File: config.mk
export PLATFORM = sky130hd
export DESIGN_NAME = pic_presenter
export DESIGN_NICKNAME = d
export VERILOG_FILES = /design/src/rtl/pic_pkg.sv /design/src/rtl/pic_decide.sv /design/src/rtl/pic_state.sv /design/src/rtl/pic_presenter.sv
export SDC_FILE = /design/constraint.sdc
export NUM_CORES = 1
export LEC_CHECK = 0
export BUFFER_PORTS_ARGS = -buffer_cell sky130_fd_sc_hd__buf_2
export CORE_MARGIN = 8
export CORE_UTILIZATION = 57
export DETAILED_ROUTE_END_ITERATION = 12
export HOLD_SLACK_MARGIN = 0.02
export MAX_ROUTING_LAYER = met4
export PLACE_DENSITY = 0.86
export SYNTH_ARGS = -nofsm -noshare
export SYNTH_HDL_FRONTEND = slang
export SYNTH_SLANG_ARGS = --single-unit
File: constraint.sdc
create_clock -name clk -period 6.65 [get_ports clk]
set_input_delay 0.3325 -clock clk [delete_from_list [all_inputs] [get_ports clk]]
set_output_delay 0.3325 -clock clk [all_outputs]
set_load 0.01 [all_outputs]
File: src/rtl/pic_pkg.sv
// Shared widths, op codes and state types for the presentation controller.
// Assumes an 8-bit priority and a 24-bit source number; a smaller priority wins.
package pic_pkg;
    localparam int PRIO_W = 8;
    localparam int SRC_W  = 24;
    localparam int REG_W  = PRIO_W + SRC_W;
    localparam int OPC_W  = 3;

    localparam logic [PRIO_W-1:0] PRIO_NONE = '1;

    localparam logic [OPC_W-1:0] OPC_SET_PRIO = 3'd0;
    localparam logic [OPC_W-1:0] OPC_SET_IPI  = 3'd1;
    localparam logic [OPC_W-1:0] OPC_ACCEPT   = 3'd2;
    localparam logic [OPC_W-1:0] OPC_EOI      = 3'd3;
    localparam logic [OPC_W-1:0] OPC_POLL     = 3'd4;

    typedef struct packed {
        logic [PRIO_W-1:0] cur_prio;
        logic [SRC_W-1:0]  pend_src;
        logic [PRIO_W-1:0] pend_prio;
        logic [PRIO_W-1:0] ipi_prio;
        logic              irq;
    } core_t;

    typedef struct packed {
        logic              rej;
        logic [SRC_W-1:0]  rej_src;
        logic              eoi;
        logic [SRC_W-1:0]  eoi_src;
        logic              resend;
        logic              rd;
        logic [REG_W-1:0]  rd_word;
        logic [PRIO_W-1:0] rd_ipi;
    } note_t;
endpackage

File: src/rtl/pic_decide.sv
// Next-state and notification logic of the presentation controller.
// Purely combinational. At most one operation or request is handled per cycle,
// and an operation wins. At most one reject can arise from any single event.
module pic_decide
    import pic_pkg::*;
#(
    parameter logic [SRC_W-1:0] IPI_SOURCE = 24'd2
) (
    input  core_t              cur,
    input  logic               op_valid,
    input  logic [OPC_W-1:0]   op_code,
    input  logic [REG_W-1:0]   op_wdata,
    input  logic               req_valid,
    input  logic [SRC_W-1:0]   req_src,
    input  logic [PRIO_W-1:0]  req_prio,
    output core_t              nxt,
    output note_t              note
);
    logic              busy;
    logic [PRIO_W-1:0] wr_lo;
    logic [PRIO_W-1:0] wr_hi;
    logic              run_ipi;

    assign busy  = (cur.pend_src != '0);
    assign wr_lo = op_wdata[PRIO_W-1:0];
    assign wr_hi = op_wdata[REG_W-1:SRC_W];

    // Decide the next state, pulses and read data for this cycle.
    always_comb begin
        nxt     = cur;
        note    = '0;
        run_ipi = 1'b0;
        if (op_valid) begin
            case (op_code)
                OPC_SET_PRIO: begin
                    nxt.cur_prio = wr_lo;
                    if (wr_lo < cur.cur_prio) begin
                        if (busy && (wr_lo <= cur.pend_prio)) begin
                            nxt.pend_src  = '0;
                            nxt.pend_prio = PRIO_NONE;
                            nxt.irq       = 1'b0;
                            note.rej      = 1'b1;
                            note.rej_src  = cur.pend_src;
                        end
                    end else if (!busy) begin
                        note.resend = 1'b1;
                        run_ipi     = (cur.ipi_prio < wr_lo);
                    end
                end
                OPC_SET_IPI: begin
                    nxt.ipi_prio = wr_lo;
                    run_ipi      = (wr_lo < cur.cur_prio);
                end
                OPC_ACCEPT: begin
                    note.rd       = 1'b1;
                    note.rd_word  = {cur.cur_prio, cur.pend_src};
                    note.rd_ipi   = cur.ipi_prio;
                    nxt.irq       = 1'b0;
                    nxt.cur_prio  = cur.pend_prio;
                    nxt.pend_src  = '0;
                    nxt.pend_prio = PRIO_NONE;
                end
                OPC_EOI: begin
                    nxt.cur_prio = wr_hi;
                    note.eoi     = 1'b1;
                    note.eoi_src = op_wdata[SRC_W-1:0];
                    if (!busy) begin
                        note.resend = 1'b1;
                        run_ipi     = (cur.ipi_prio < wr_hi);
                    end
                end
                OPC_POLL: begin
                    note.rd      = 1'b1;
                    note.rd_word = {cur.cur_prio, cur.pend_src};
                    note.rd_ipi  = cur.ipi_prio;
                end
                default: ;
            endcase
        end else if (req_valid) begin
            if ((req_prio >= cur.cur_prio) || (busy && (cur.pend_prio <= req_prio))) begin
                note.rej     = 1'b1;
                note.rej_src = req_src;
            end else begin
                if (busy) begin
                    note.rej     = 1'b1;
                    note.rej_src = cur.pend_src;
                end
                nxt.pend_src  = req_src;
                nxt.pend_prio = req_prio;
                nxt.irq       = 1'b1;
            end
        end
        // IPI check: offer the IPI unless an equal or better source already holds the slot.
        if (run_ipi && !(busy && (cur.pend_prio <= nxt.ipi_prio))) begin
            if (busy) begin
                note.rej     = 1'b1;
                note.rej_src = cur.pend_src;
            end
            nxt.pend_src  = IPI_SOURCE;
            nxt.pend_prio = nxt.ipi_prio;
            nxt.irq       = 1'b1;
        end
    end
endmodule

File: src/rtl/pic_state.sv
// State and output registers of the presentation controller.
// Synchronous active-low reset; every output of the block leaves a flop here.
module pic_state
    import pic_pkg::*;
(
    input  logic  clk,
    input  logic  rst_n,
    input  core_t nxt,
    input  note_t note,
    output core_t cur,
    output note_t note_q
);
    localparam core_t CORE_RESET = '{
        cur_prio:  '0,
        pend_src:  '0,
        pend_prio: PRIO_NONE,
        ipi_prio:  PRIO_NONE,
        irq:       1'b0
    };

    // Hold the presentation state across cycles.
    always_ff @(posedge clk) begin
        if (!rst_n) cur <= CORE_RESET;
        else        cur <= nxt;
    end

    // Register the one-cycle notifications and read data.
    always_ff @(posedge clk) begin
        if (!rst_n) note_q <= '0;
        else        note_q <= note;
    end
endmodule

File: src/rtl/pic_presenter.sv
// Per-processor interrupt presentation controller (top).
// Takes requests from a source layer and register operations from the
// processor, and drives one interrupt line. Assumes the source layer never
// requests with source number 0 and retries any request dropped under an operation.
module pic_presenter
    import pic_pkg::*;
#(
    parameter logic [SRC_W-1:0] IPI_SOURCE = 24'd2
) (
    input  logic              clk,
    input  logic              rst_n,
    input  logic              op_valid,
    input  logic [OPC_W-1:0]  op_code,
    input  logic [REG_W-1:0]  op_wdata,
    input  logic              req_valid,
    input  logic [SRC_W-1:0]  req_src,
    input  logic [PRIO_W-1:0] req_prio,
    output logic              irq_out,
    output logic              rd_valid,
    output logic [REG_W-1:0]  rd_word,
    output logic [PRIO_W-1:0] rd_ipi,
    output logic              rej_valid,
    output logic [SRC_W-1:0]  rej_src,
    output logic              eoi_valid,
    output logic [SRC_W-1:0]  eoi_src,
    output logic              resend_valid
);
    core_t cur;
    core_t nxt;
    note_t note;
    note_t note_q;

    pic_decide #(.IPI_SOURCE(IPI_SOURCE)) u_decide (
        .cur       (cur),
        .op_valid  (op_valid),
        .op_code   (op_code),
        .op_wdata  (op_wdata),
        .req_valid (req_valid),
        .req_src   (req_src),
        .req_prio  (req_prio),
        .nxt       (nxt),
        .note      (note)
    );

    pic_state u_state (
        .clk    (clk),
        .rst_n  (rst_n),
        .nxt    (nxt),
        .note   (note),
        .cur    (cur),
        .note_q (note_q)
    );

    assign irq_out      = cur.irq;
    assign rd_valid     = note_q.rd;
    assign rd_word      = note_q.rd_word;
    assign rd_ipi       = note_q.rd_ipi;
    assign rej_valid    = note_q.rej;
    assign rej_src      = note_q.rej_src;
    assign eoi_valid    = note_q.eoi;
    assign eoi_src      = note_q.eoi_src;
    assign resend_valid = note_q.resend;

    // the line is high exactly while a source is on offer.
    a_r4_irq_matches_offer: assert property (@(posedge clk) disable iff (!rst_n)
        irq_out == (cur.pend_src != '0));

    // an empty slot always carries the idle latched priority.
    a_r5_idle_prio: assert property (@(posedge clk) disable iff (!rst_n)
        (cur.pend_src == '0) |-> (cur.pend_prio == PRIO_NONE));

    // a masked request bounces back with its own number.
    a_r2_masked_reject: assert property (@(posedge clk) disable iff (!rst_n)
        (req_valid && !op_valid && (req_prio >= cur.cur_prio))
        |=> (rej_valid && (rej_src == $past(req_src))));

    // accept returns the old word and empties the slot.
    a_r5_accept: assert property (@(posedge clk) disable iff (!rst_n)
        (op_valid && (op_code == OPC_ACCEPT))
        |=> (!irq_out && (cur.pend_src == '0) && rd_valid
             && (rd_word == {$past(cur.cur_prio), $past(cur.pend_src)})));

    // EOI forwards the low field and loads the priority from the top byte.
    a_r9_eoi_forward: assert property (@(posedge clk) disable iff (!rst_n)
        (op_valid && (op_code == OPC_EOI))
        |=> (eoi_valid && (eoi_src == $past(op_wdata[SRC_W-1:0]))
             && (cur.cur_prio == $past(op_wdata[REG_W-1:SRC_W]))));

    // poll leaves every piece of state untouched.
    a_r10_poll_stable: assert property (@(posedge clk) disable iff (!rst_n)
        (op_valid && (op_code == OPC_POLL))
        |=> ($stable(cur) && !rej_valid && !resend_valid));
endmodule

Word level (Yosys, flattened, before mapping)
Cells that the tools add are included.
- mux-type cells: 36
- magnitude comparators: 7
- equality and inequality tests: 12
- bitwise operators: 1
- reduce and logical (&&, ||, !) cells: 19
- operators with widths (operator ; number):
    25-bit two-way mux ; 10
    32-bit two-way mux ; 5
    32-bit case mux with 2 select lines ; 1
    41-bit two-way mux ; 1
    8-bit less-or-equal comparator ; 3
    8-bit less-than comparator ; 3
    8-bit case mux with 3 select lines ; 1
    24-bit nonzero test ; 1
    8-bit two-way mux ; 2
    1-bit two-way mux ; 12
    10-bit two-way mux ; 1
    5-bit AND reduction ; 2
    8-bit >= comparator ; 1
    4-bit by 2-bit inequality test with 1-bit output (second input constant) ; 2
    3-bit by 2-bit equality test with 1-bit output (second input constant) ; 2
    3-bit by 2-bit inequality test with 1-bit output (second input constant) ; 2
    3-bit AND reduction ; 2
    3-bit nonzero test ; 2
    1-bit logical AND ; 4
    4-bit by 1-bit inequality test with 1-bit output (second input constant) ; 1
    1-bit case mux with 2 select lines ; 2
    2-bit AND reduction ; 2
    2-bit OR reduction ; 2
    3-bit by 1-bit equality test with 1-bit output (second input constant) ; 1
    other kinds (10) ; 10
- register bits: 141
- logic and storage cells: 89
- bits of input ports: 71
- output and inout bits: 93

Longest topological paths before layout
Gate-level depths: netlist (run 1).
- depth in word-level cells: 9
- mapped depth: 16
- gate-level depth less buffers: 13

Modules after synthesis
From an unflattened synthesis (run 1), not the netlist that was laid out.
- cells, all modules: 802
- area, all modules: 7420.9 um^2
- by module, submodules not included (module ; cells an instance ; area each (um^2) ; seq. area each (um^2) ; instances):
    pic_state ; 297 ; 3838.7 ; 2822.7 ; 1
    pic_decide ; 505 ; 3582.2 ; 0.0 ; 1

Worst setup path before layout (run 1)
OpenSTA, ideal clock, no wires.
- path kind: input -> register
- from: input port op_valid
- to: register u_state.note_q[71] (netlist name)
- required time: 6.533 ns
- buffers on the path: 3
- stages on the path: 15
- library setup time: 0.117 ns
- arrival time: 2.763 ns
- slack: 3.771 ns
- path through: buf_6 > inv_4 > nor4_4 > buf_6 > mux2i_1 > ha_1 > nor2b_1 > o211a_1 > o21ai_1 > a211oi_4 > nand2_1 > o311a_2 > nor2_8 > buf_6 > a22o_1
- word-level cells in the longest chain between the ends: 6
- elaborated cells on any way between the ends: 9
- those cells by class: 1 x order compare; 5 x mux; 3 x reduce/logical
- RTL lines (item ; line ; source):
    start, declared ; pic_presenter.sv:12 ; input logic op_valid,
    8-bit two-way mux ; pic_decide.sv:33 ; if (op_valid) begin
    8-bit less-or-equal comparator ; pic_decide.sv:94 ; if (run_ipi && !(busy && (cur.pend_prio <= nxt.ipi_prio))) begin
    1-bit logical AND ; pic_decide.sv:94 ;
    1-bit logical NOT ; pic_decide.sv:94 ;
    1-bit logical AND ; pic_decide.sv:94 ;
    25-bit two-way mux (*) ; pic_decide.sv:94 ;
Every way passes the cells marked *; elsewhere a longest branch is shown, timed or not.
A chain may end at the register's enable or synchronous reset.

Worst setup path after layout (run 1)
- from: input port op_code[0]
- to: register u_state.cur[37] (netlist name)
- word-level cells in the longest chain between the ends: 8
- elaborated cells on any way between the ends: 19
- those cells by class: 1 x order compare; 6 x eq/ne; 6 x mux; 6 x reduce/logical
- RTL lines (item ; line ; source):
    start, declared ; pic_presenter.sv:13 ; input logic [OPC_W-1:0] op_code,
    3-bit by 1-bit equality test with 1-bit output ; pic_decide.sv:34 ; case (op_code)
    8-bit two-way mux ; pic_decide.sv:34 ;
    8-bit two-way mux ; pic_decide.sv:33 ;
    8-bit less-or-equal comparator ; pic_decide.sv:94 ;
    1-bit logical AND ; pic_decide.sv:94 ;
    1-bit logical NOT ; pic_decide.sv:94 ;
    1-bit logical AND ; pic_decide.sv:94 ;
    2-bit OR reduction (no source line) ; - ;
Several ways; a longest one is shown, not always the timed one.

==> flow_results.xml, run 1 <==
<?xml version="1.0" encoding="UTF-8"?>
<metrics>
  <group name="power_and_ir_drop">
    <metric name="p_clk_share" unit="%">43.5</metric>
    <metric name="p_leak" unit="nW">3.656</metric>
    <metric name="power.net_switching" unit="µW">583.0</metric>
    <metric name="cell_internal_pwr" unit="mW">1.505</metric>
    <metric name="power_frac_comb" unit="%">13.6</metric>
    <metric name="power.density" unit="nW/µm²">271.0</metric>
    <metric name="seq_power_share" unit="%">42.9</metric>
    <metric name="ir_drop" unit="V">0.0001765</metric>
    <metric name="power.switching_fraction" unit="%">27.93</metric>
    <metric name="fin_total_pwr" unit="mW">2.088</metric>
  </group>
  <group name="finish">
    <metric name="n_antenna_cell" unit="">0</metric>
    <metric name="final_design_area_no_fill" unit="µm²">7702</metric>
    <metric name="ratio_of_cells_with_drive_above_1_in_the_final_layout" unit="%">26.71</metric>
    <metric name="areaGrowthSynthToFinish" unit="%">25.84</metric>
    <metric name="num-nets-final" unit="">931</metric>
  </group>
  <group name="timing">
    <metric name="clock_skew" unit="ns">0.009751</metric>
    <metric name="finalWorstPathRequiredPeriod" unit="ns">3.753</metric>
    <metric name="final_hold_viol_count" unit="">0</metric>
    <metric name="worst_tran_pin_value" unit="ns">1.086</metric>
    <metric name="hold_slack" unit="ns">0.03572</metric>
    <metric name="drv_slew" unit="">0</metric>
    <metric name="setup_tns" unit="ns">0</metric>
    <metric name="grt_setup_unrepaired" unit="">no</metric>
    <metric name="fmax" unit="MHz">266.5</metric>
    <metric name="post-route-period-util" unit="%">56.44</metric>
    <metric name="timing.slew.headroom" unit="%">27.14</metric>
    <metric name="finalSetupViolations" unit="">0</metric>
  </group>
  <group name="outcome">
    <metric name="run_status" unit="">completed</metric>
  </group>
  <group name="setup_path">
    <metric name="critical-path-max-stage-delay" unit="ns">0.79</metric>
    <metric name="critical_path.max_fanout" unit="">23</metric>
    <metric name="cell_by_cell_listing_of_the_critical_path" unit="">buf_2 &gt; inv_2 &gt; nor4_4 &gt; mux2i_1 &gt; ha_1 &gt; nor2b_1 &gt; o211a_1 &gt; o21ai_1 &gt; a211oi_4 &gt; a21oi_4 &gt; nand2_1 &gt; a21oi_1</metric>
    <metric name="critPathKind" unit="">in2reg</metric>
    <metric name="cp_slowest_cell" unit="">sky130_fd_sc_hd__nor4_4</metric>
    <metric name="critical_path_arrival" unit="ns">4.18</metric>
    <metric name="critPathLaunchType" unit="">input pin</metric>
    <metric name="timing.critical_path.required" unit="ns">7.08</metric>
    <metric name="worstSetupEndpointType" unit="">flop</metric>
  </group>
  <group name="grt">
    <metric name="total_routing_usage_gr" unit="%">24.45</metric>
    <metric name="maximum_number_of_pins_on_one_net_before_global_route_repair" unit="">34</metric>
    <metric name="initial_antenna_violation_count" unit="">0</metric>
    <metric name="grt_pass1_vias" unit="">5506</metric>
    <metric name="wire_length_of_the_first_global_routing_pass" unit="µm">27420</metric>
    <metric name="grt-ovfl-total" unit="">0</metric>
  </group>
  <group name="floorplan">
    <metric name="start_util" unit="%">57.47</metric>
    <metric name="num_rows" unit="">38</metric>
    <metric name="core" unit="µm²">10650</metric>
    <metric name="floorplan.io_pins" unit="">164</metric>
    <metric name="die_outline_height" unit="µm">119.6</metric>
    <metric name="fp.dieW" unit="µm">119.6</metric>
    <metric name="dieArea" unit="µm²">14310</metric>
  </group>
  <group name="place">
    <metric name="io_buffer_count" unit="">163</metric>
    <metric name="postPlaceCellArea" unit="µm²">6978</metric>
    <metric name="detailedPlacementHpwl" unit="µm">12750</metric>
    <metric name="place.gp.congestion" unit="">0.9566</metric>
  </group>
  <group name="synth">
    <metric name="net_count_of_the_mapped_netlist" unit="">760</metric>
    <metric name="synth.distinct_cells" unit="">52</metric>
    <metric name="async_reset_ff_share" unit="%">0</metric>
    <metric name="seq_area_frac_synth" unit="%">46.12</metric>
    <metric name="yosysTopAreaCellShare" unit="%">46.12</metric>
    <metric name="post_synth_most_frequent_cells" unit="">sky130_fd_sc_hd__dfxtp_1 (141), sky130_fd_sc_hd__ha_1 (53), sky130_fd_sc_hd__a21oi_1 (49), sky130_fd_sc_hd__and2_1 (48), sky130_fd_sc_hd__nand2_1 (47)</metric>
    <metric name="synth-warning-count" unit="">0</metric>
    <metric name="synth_seq_cells" unit="">141</metric>
    <metric name="ys_dominant_reg_cell" unit="">sky130_fd_sc_hd__dfxtp_1</metric>
    <metric name="synth_enable_flop_cells" unit="">0</metric>
    <metric name="post_synth.cell_area_avg" unit="µm²">9.624</metric>
    <metric name="synth_area_leader_cell" unit="">sky130_fd_sc_hd__dfxtp_1</metric>
    <metric name="synthTopCellsByArea" unit="">sky130_fd_sc_hd__dfxtp_1 (46%), sky130_fd_sc_hd__ha_1 (11%), sky130_fd_sc_hd__and2_1 (4.9%)</metric>
    <metric name="syn-instance-count" unit="">636</metric>
    <metric name="syn-cell-area" unit="µm²">6121</metric>
    <metric name="synth.most_common_cell" unit="">sky130_fd_sc_hd__dfxtp_1</metric>
  </group>
  <group name="routing">
    <metric name="routed_via_density" unit="">5.655</metric>
    <metric name="detail_route.first_pass.iterations" unit="">5</metric>
    <metric name="via_count" unit="">5429</metric>
    <metric name="antenna_left" unit="">0</metric>
    <metric name="detail_route.wl_per_cell" unit="µm">18.12</metric>
    <metric name="drt_first_iter_violations" unit="">432</metric>
    <metric name="drc" unit="">0</metric>
    <metric name="route.final.wire_length" unit="µm">17390</metric>
  </group>
  <group name="clock_tree">
    <metric name="cts-hold-fix-buffers" unit="">14</metric>
    <metric name="post_cts_buffers" unit="">0</metric>
    <metric name="ctsLongestPathBuffers" unit="">2</metric>
    <metric name="post_cts_resize_count" unit="">0</metric>
    <metric name="cts_max_level" unit="">4</metric>
    <metric name="clock_tree.root_cell" unit="">sky130_fd_sc_hd__clkbuf_8</metric>
    <metric name="cts-buffers-inserted" unit="">17</metric>
    <metric name="cts.clk_slew.worst_paths" unit="ns">0.07</metric>
    <metric name="tritoncts_num_sinks" unit="">141</metric>
    <metric name="clock_tree_from_tritoncts" unit="">built</metric>
    <metric name="clock_latency" unit="ns">0.53</metric>
  </group>
  <group name="hold_path">
    <metric name="hold_path_class" unit="">in2reg</metric>
  </group>
  <group name="job">
    <metric name="cap_violations" unit="">0</metric>
  </group>
</metrics>
==> flip-flops by register name, indices dropped and copies added (netlist names) <==
name,flops
u_state.cur,49
u_state.note_q,92
==> worst max-delay path: cells and delay by family <==
| family | cells | cell delay (ns) |
|---|---|---|
| buffers and inverters | 2 | 0.57 |
| AO/OA/AOI/OAI | 5 | 1.15 |
| adder cells (fa/ha/maj) | 1 | 0.30 |
| multiplexers | 1 | 0.38 |
| AND/OR/NAND/NOR | 3 | 1.44 |
==> layout make-up <==
cell class	count	area, µm²
multi-input cells	418	2959
clock buffers	18	427.9
flip-flops and latches	141	2823
fillers	778	2948
clock inverters	14	146.4
repair buffers	181	988.4
well taps	140	175.2
inverters	48	182.7
==> metrics by stage <==
step	utilization, %	setup slack, ns	cells
after floorplan	-	3.771	636
after global placement	65.52	2.723	913
after detailed placement	65.52	2.437	913
after CTS	72.23	2.961	959
after global routing	72.32	2.655	960
final	72.32	2.897	960
==> layer usage <==
layer | part of all wire [%] | up-vias | global-route usage [%]
met5 | 0 | - | -
met4 | 3.7 | 0 | 11.01
met3 | 7.4 | 61 | 7.233
met2 | 51 | 255 | 42.19
met1 | 38 | 2541 | 25.33
li1 | - | 2572 | -
==> cells in the final DEF (no fill, tap or decap), types with 3 or more instances in the layout <==
master	n
sky130_fd_sc_hd__inv_6	6
sky130_fd_sc_hd__dlygate4sd3_1	15
sky130_fd_sc_hd__and2_1	48
sky130_fd_sc_hd__nand4_1	7
sky130_fd_sc_hd__mux2i_1	17
sky130_fd_sc_hd__buf_2	163
sky130_fd_sc_hd__nor2_2	3
sky130_fd_sc_hd__a211oi_1	10
sky130_fd_sc_hd__o21ai_0	16
sky130_fd_sc_hd__nor4_1	16
sky130_fd_sc_hd__clkbuf_16	16
sky130_fd_sc_hd__dfxtp_1	141
sky130_fd_sc_hd__o21ai_1	5
sky130_fd_sc_hd__nand3_1	25
sky130_fd_sc_hd__a21oi_1	49
sky130_fd_sc_hd__a22o_1	32
sky130_fd_sc_hd__nor3_1	10
sky130_fd_sc_hd__clkinv_4	3
sky130_fd_sc_hd__nand2_1	47
sky130_fd_sc_hd__inv_1	45
sky130_fd_sc_hd__a21o_1	11
sky130_fd_sc_hd__nor2b_1	6
sky130_fd_sc_hd__ha_1	53
sky130_fd_sc_hd__nor2_1	27
sky130_fd_sc_hd__buf_4	3
==> cell families after synthesis <==
family | count (synthesis) | share of synthesized area [%]
simple gates | 201 | 17.52
compound gates | 146 | 16.99
mux | 17 | 2.780
xor+xnor | 1 | 0.1431
fa+ha+maj | 53 | 10.83
buf+inv | 77 | 5.621
flops | 141 | 46.12
==> worst paths after layout <==
check             slack [ns]             from                  to  cells past startpoint
setup / recovery        2.90       op_code[0]     u_state.cur[37]                     12
hold / removal          0.04     op_wdata[18]  u_state.note_q[60]                      2
setup reg to reg        3.60  u_state.cur[46]     u_state.cur[37]                      9
hold reg to reg         0.49  u_state.cur[24]     u_state.cur[24]                      2
==> power by group through the flow <==
stage / clock [mW] / sequential [mW] / combinational [mW]
finish: 0.908 / 0.896 / 0.284
global route: 0.957 / 0.897 / 0.315
CTS: 0.918 / 0.895 / 0.280
detailed placement: 0 / 0.913 / 0.269
global placement: 0 / 0.912 / 0.256
floorplan: 0 / 0.910 / 0.181
No activity file was read; power rests on OpenSTA's default activity.
==> run 2: changes to the inputs <==
--- a/config.mk
+++ b/config.mk
@@ -7,11 +7,11 @@
 export LEC_CHECK = 0
 export BUFFER_PORTS_ARGS = -buffer_cell sky130_fd_sc_hd__buf_2
 export CORE_MARGIN = 8
-export CORE_UTILIZATION = 57
+export CORE_UTILIZATION = 53
 export DETAILED_ROUTE_END_ITERATION = 12
 export HOLD_SLACK_MARGIN = 0.02
 export MAX_ROUTING_LAYER = met4
-export PLACE_DENSITY = 0.86
+export PLACE_DENSITY = 0.8
 export SYNTH_ARGS = -nofsm -noshare
 export SYNTH_HDL_FRONTEND = slang
 export SYNTH_SLANG_ARGS = --single-unit
==> constraint.sdc (replaced) <==
create_clock -name clk -period 3.5 [get_ports clk]
set_input_delay 0.175 -clock clk [delete_from_list [all_inputs] [get_ports clk]]
set_output_delay 0.175 -clock clk [all_outputs]
set_load 0.01 [all_outputs]
==> run 2 against run 1 <==
Wire length grew 3.3%. Core utilization down 1.8 points. Non-clock buffer count is 31 higher. Hold slack better by 0.0030 ns. Critical endpoint is now u_state.cur[27].
==> flow_results.xml, run 2 (same netlist as run 1, synthesis figures left out) <==
<?xml version="1.0" encoding="UTF-8"?>
<metrics>
  <group name="grt">
    <metric name="total_routing_usage_gr" unit="%">24.03</metric>
    <metric name="grt_pass1_vias" unit="">5620</metric>
    <metric name="wire_length_of_the_first_global_routing_pass" unit="µm">27640</metric>
    <metric name="grt-ovfl-total" unit="">0</metric>
    <metric name="maximum_number_of_pins_on_one_net_before_global_route_repair" unit="">32</metric>
    <metric name="initial_antenna_violation_count" unit="">0</metric>
  </group>
  <group name="setup_path">
    <metric name="critical_path_arrival" unit="ns">3.38</metric>
    <metric name="critPathKind" unit="">reg2reg</metric>
    <metric name="timing.critical_path.required" unit="ns">3.84</metric>
    <metric name="critical_path.max_fanout" unit="">23</metric>
    <metric name="worstSetupEndpointType" unit="">flop</metric>
    <metric name="critPathLaunchType" unit="">flop</metric>
  </group>
  <group name="finish">
    <metric name="areaGrowthSynthToFinish" unit="%">30.95</metric>
    <metric name="largest_reg_flops" unit="">92</metric>
    <metric name="n_antenna_cell" unit="">0</metric>
    <metric name="ratio_of_cells_with_drive_above_1_in_the_final_layout" unit="%">26.44</metric>
    <metric name="nFillCells" unit="">853</metric>
    <metric name="num-nets-final" unit="">962</metric>
    <metric name="top_regs" unit="">u_state.note_q: 92 flops, u_state.cur: 49 flops</metric>
    <metric name="utilization" unit="%">70.50</metric>
    <metric name="mostFrequentLayoutCells" unit="">sky130_fd_sc_hd__buf_2 (163), sky130_fd_sc_hd__dfxtp_1 (141), sky130_fd_sc_hd__ha_1 (53)</metric>
    <metric name="registers.top_by_ff_count" unit="">u_state.note_q</metric>
    <metric name="final_cells" unit="">994</metric>
    <metric name="mostFrequentLayoutCell" unit="">sky130_fd_sc_hd__buf_2</metric>
  </group>
  <group name="timing">
    <metric name="hold_slack" unit="ns">0.03872</metric>
    <metric name="finalSetupViolations" unit="">0</metric>
    <metric name="grt_setup_unrepaired" unit="">no</metric>
    <metric name="timing.slew.headroom" unit="%">20.91</metric>
    <metric name="final_hold_viol_count" unit="">0</metric>
    <metric name="fmax" unit="MHz">329.0</metric>
    <metric name="post-route-period-util" unit="%">86.86</metric>
    <metric name="worst_tran_pin_value" unit="ns">1.179</metric>
    <metric name="setup_tns" unit="ns">0</metric>
    <metric name="drv_slew" unit="">0</metric>
    <metric name="clock_skew" unit="ns">0.006335</metric>
    <metric name="finalWorstPathRequiredPeriod" unit="ns">3.040</metric>
  </group>
  <group name="floorplan">
    <metric name="start_util" unit="%">53.84</metric>
    <metric name="fp.dieW" unit="µm">123.5</metric>
    <metric name="num_rows" unit="">39</metric>
    <metric name="die_outline_height" unit="µm">123.5</metric>
    <metric name="core" unit="µm²">11370</metric>
    <metric name="floorplan.io_pins" unit="">164</metric>
    <metric name="dieArea" unit="µm²">15240</metric>
  </group>
  <group name="power_and_ir_drop">
    <metric name="power.density" unit="nW/µm²">505.6</metric>
    <metric name="ir_drop" unit="V">0.0003714</metric>
    <metric name="p_leak" unit="nW">3.800</metric>
    <metric name="fin_total_pwr" unit="mW">4.053</metric>
  </group>
  <group name="clock_tree">
    <metric name="cts.clk_slew.worst_paths" unit="ns">0.06</metric>
    <metric name="cts-hold-fix-buffers" unit="">39</metric>
    <metric name="post_cts_buffers" unit="">0</metric>
    <metric name="ctsLongestPathBuffers" unit="">2</metric>
    <metric name="post_cts_resize_count" unit="">0</metric>
    <metric name="clock_latency" unit="ns">0.42</metric>
    <metric name="cts-buffers-inserted" unit="">17</metric>
    <metric name="tritoncts_num_sinks" unit="">141</metric>
    <metric name="clock_tree_from_tritoncts" unit="">built</metric>
    <metric name="cts_max_level" unit="">4</metric>
    <metric name="clock_tree.root_cell" unit="">sky130_fd_sc_hd__clkbuf_16</metric>
  </group>
  <group name="job">
    <metric name="cap_violations" unit="">0</metric>
  </group>
  <group name="place">
    <metric name="dp_cells" unit="">923</metric>
    <metric name="io_buffer_count" unit="">163</metric>
    <metric name="detailedPlacementHpwl" unit="µm">12870</metric>
    <metric name="place.gp.congestion" unit="">0.9546</metric>
  </group>
  <group name="routing">
    <metric name="drc" unit="">0</metric>
    <metric name="drt_first_iter_violations" unit="">464</metric>
    <metric name="detail_route.first_pass.iterations" unit="">7</metric>
    <metric name="via_count" unit="">5491</metric>
    <metric name="routed_via_density" unit="">5.524</metric>
    <metric name="antenna_left" unit="">0</metric>
    <metric name="detail_route.wl_per_cell" unit="µm">18.07</metric>
    <metric name="route.final.wire_length" unit="µm">17960</metric>
  </group>
  <group name="outcome">
    <metric name="run_status" unit="">completed</metric>
  </group>
  <group name="hold_path">
    <metric name="hold_path_class" unit="">in2reg</metric>
  </group>
</metrics>
## run 2: cell count changes in the layout (fill, tap and decap cells not counted)
cell	previous run	this run
sky130_fd_sc_hd__clkinv_2	0	3
sky130_fd_sc_hd__buf_4	3	10
sky130_fd_sc_hd__bufinv_16	1	2
sky130_fd_sc_hd__inv_6	6	3
sky130_fd_sc_hd__dlygate4sd3_1	15	39
sky130_fd_sc_hd__clkbuf_1	0	1
sky130_fd_sc_hd__clkbuf_16	16	17
sky130_fd_sc_hd__clkinv_4	3	2
sky130_fd_sc_hd__inv_8	2	0
## run 2: cell type report
type	instances	area [µm²]	area share [%]
timing repair buffer	212	1281	15.99
tap	143	178.9	2.232
multi-input combinational	418	2959	36.92
sequential	141	2823	35.22
clock buffer	20	456.7	5.698
clock inverter	12	133.9	1.670
inverter	48	182.7	2.279
## run 2: worst max-delay path, stage by stage, from the launching register on
cell                       delay, ns
sky130_fd_sc_hd__dfxtp_1        0.41
sky130_fd_sc_hd__inv_1          0.10
sky130_fd_sc_hd__ha_1           0.28
sky130_fd_sc_hd__nand4_1        0.11
sky130_fd_sc_hd__nor2b_1        0.14
sky130_fd_sc_hd__a21boi_0       0.12
sky130_fd_sc_hd__o31ai_1        0.49
sky130_fd_sc_hd__nor2_2         0.15
sky130_fd_sc_hd__o21ai_2        0.77
sky130_fd_sc_hd__nand2_1        0.17
sky130_fd_sc_hd__a21oi_1        0.20
## run 2: path summary, 6_finish.rpt
kind                   endpoint  cells past startpoint  slack (ns)            from
max             u_state.cur[27]                     10        0.46  u_state.cur[9]
min          u_state.note_q[87]                      2        0.04     req_src[20]
max reg2reg     u_state.cur[27]                     10        0.46  u_state.cur[9]
min reg2reg      u_state.cur[0]                      2        0.49  u_state.cur[0]
## run 2: per-stage QoR
stage	instance area (µm²)	setup slack [ns]
detailed placement	7034	0.3794
finish	8015	0.4601
global route	8015	0.2809
floorplan	6121	0.7780
global placement	7034	0.5212
CTS	8015	0.5088
## run 2: metal layers
metal  vias up  GRT usage, %  routed length [µm]
met5         -             -                   0
met4         0         13.69                 746
met3        56         5.753                1339
met2       273         40.01                8886
met1      2520         25.81                6991
li1       2642             -                   -
## run 2: where the power goes
group	leakage, nW	switching [mW]	total (mW)	internal, mW
Combinational	2.37	0.327	0.567	0.240
Clock	0.287	0.693	1.78	1.09
Sequential	1.14	0.0465	1.70	1.66
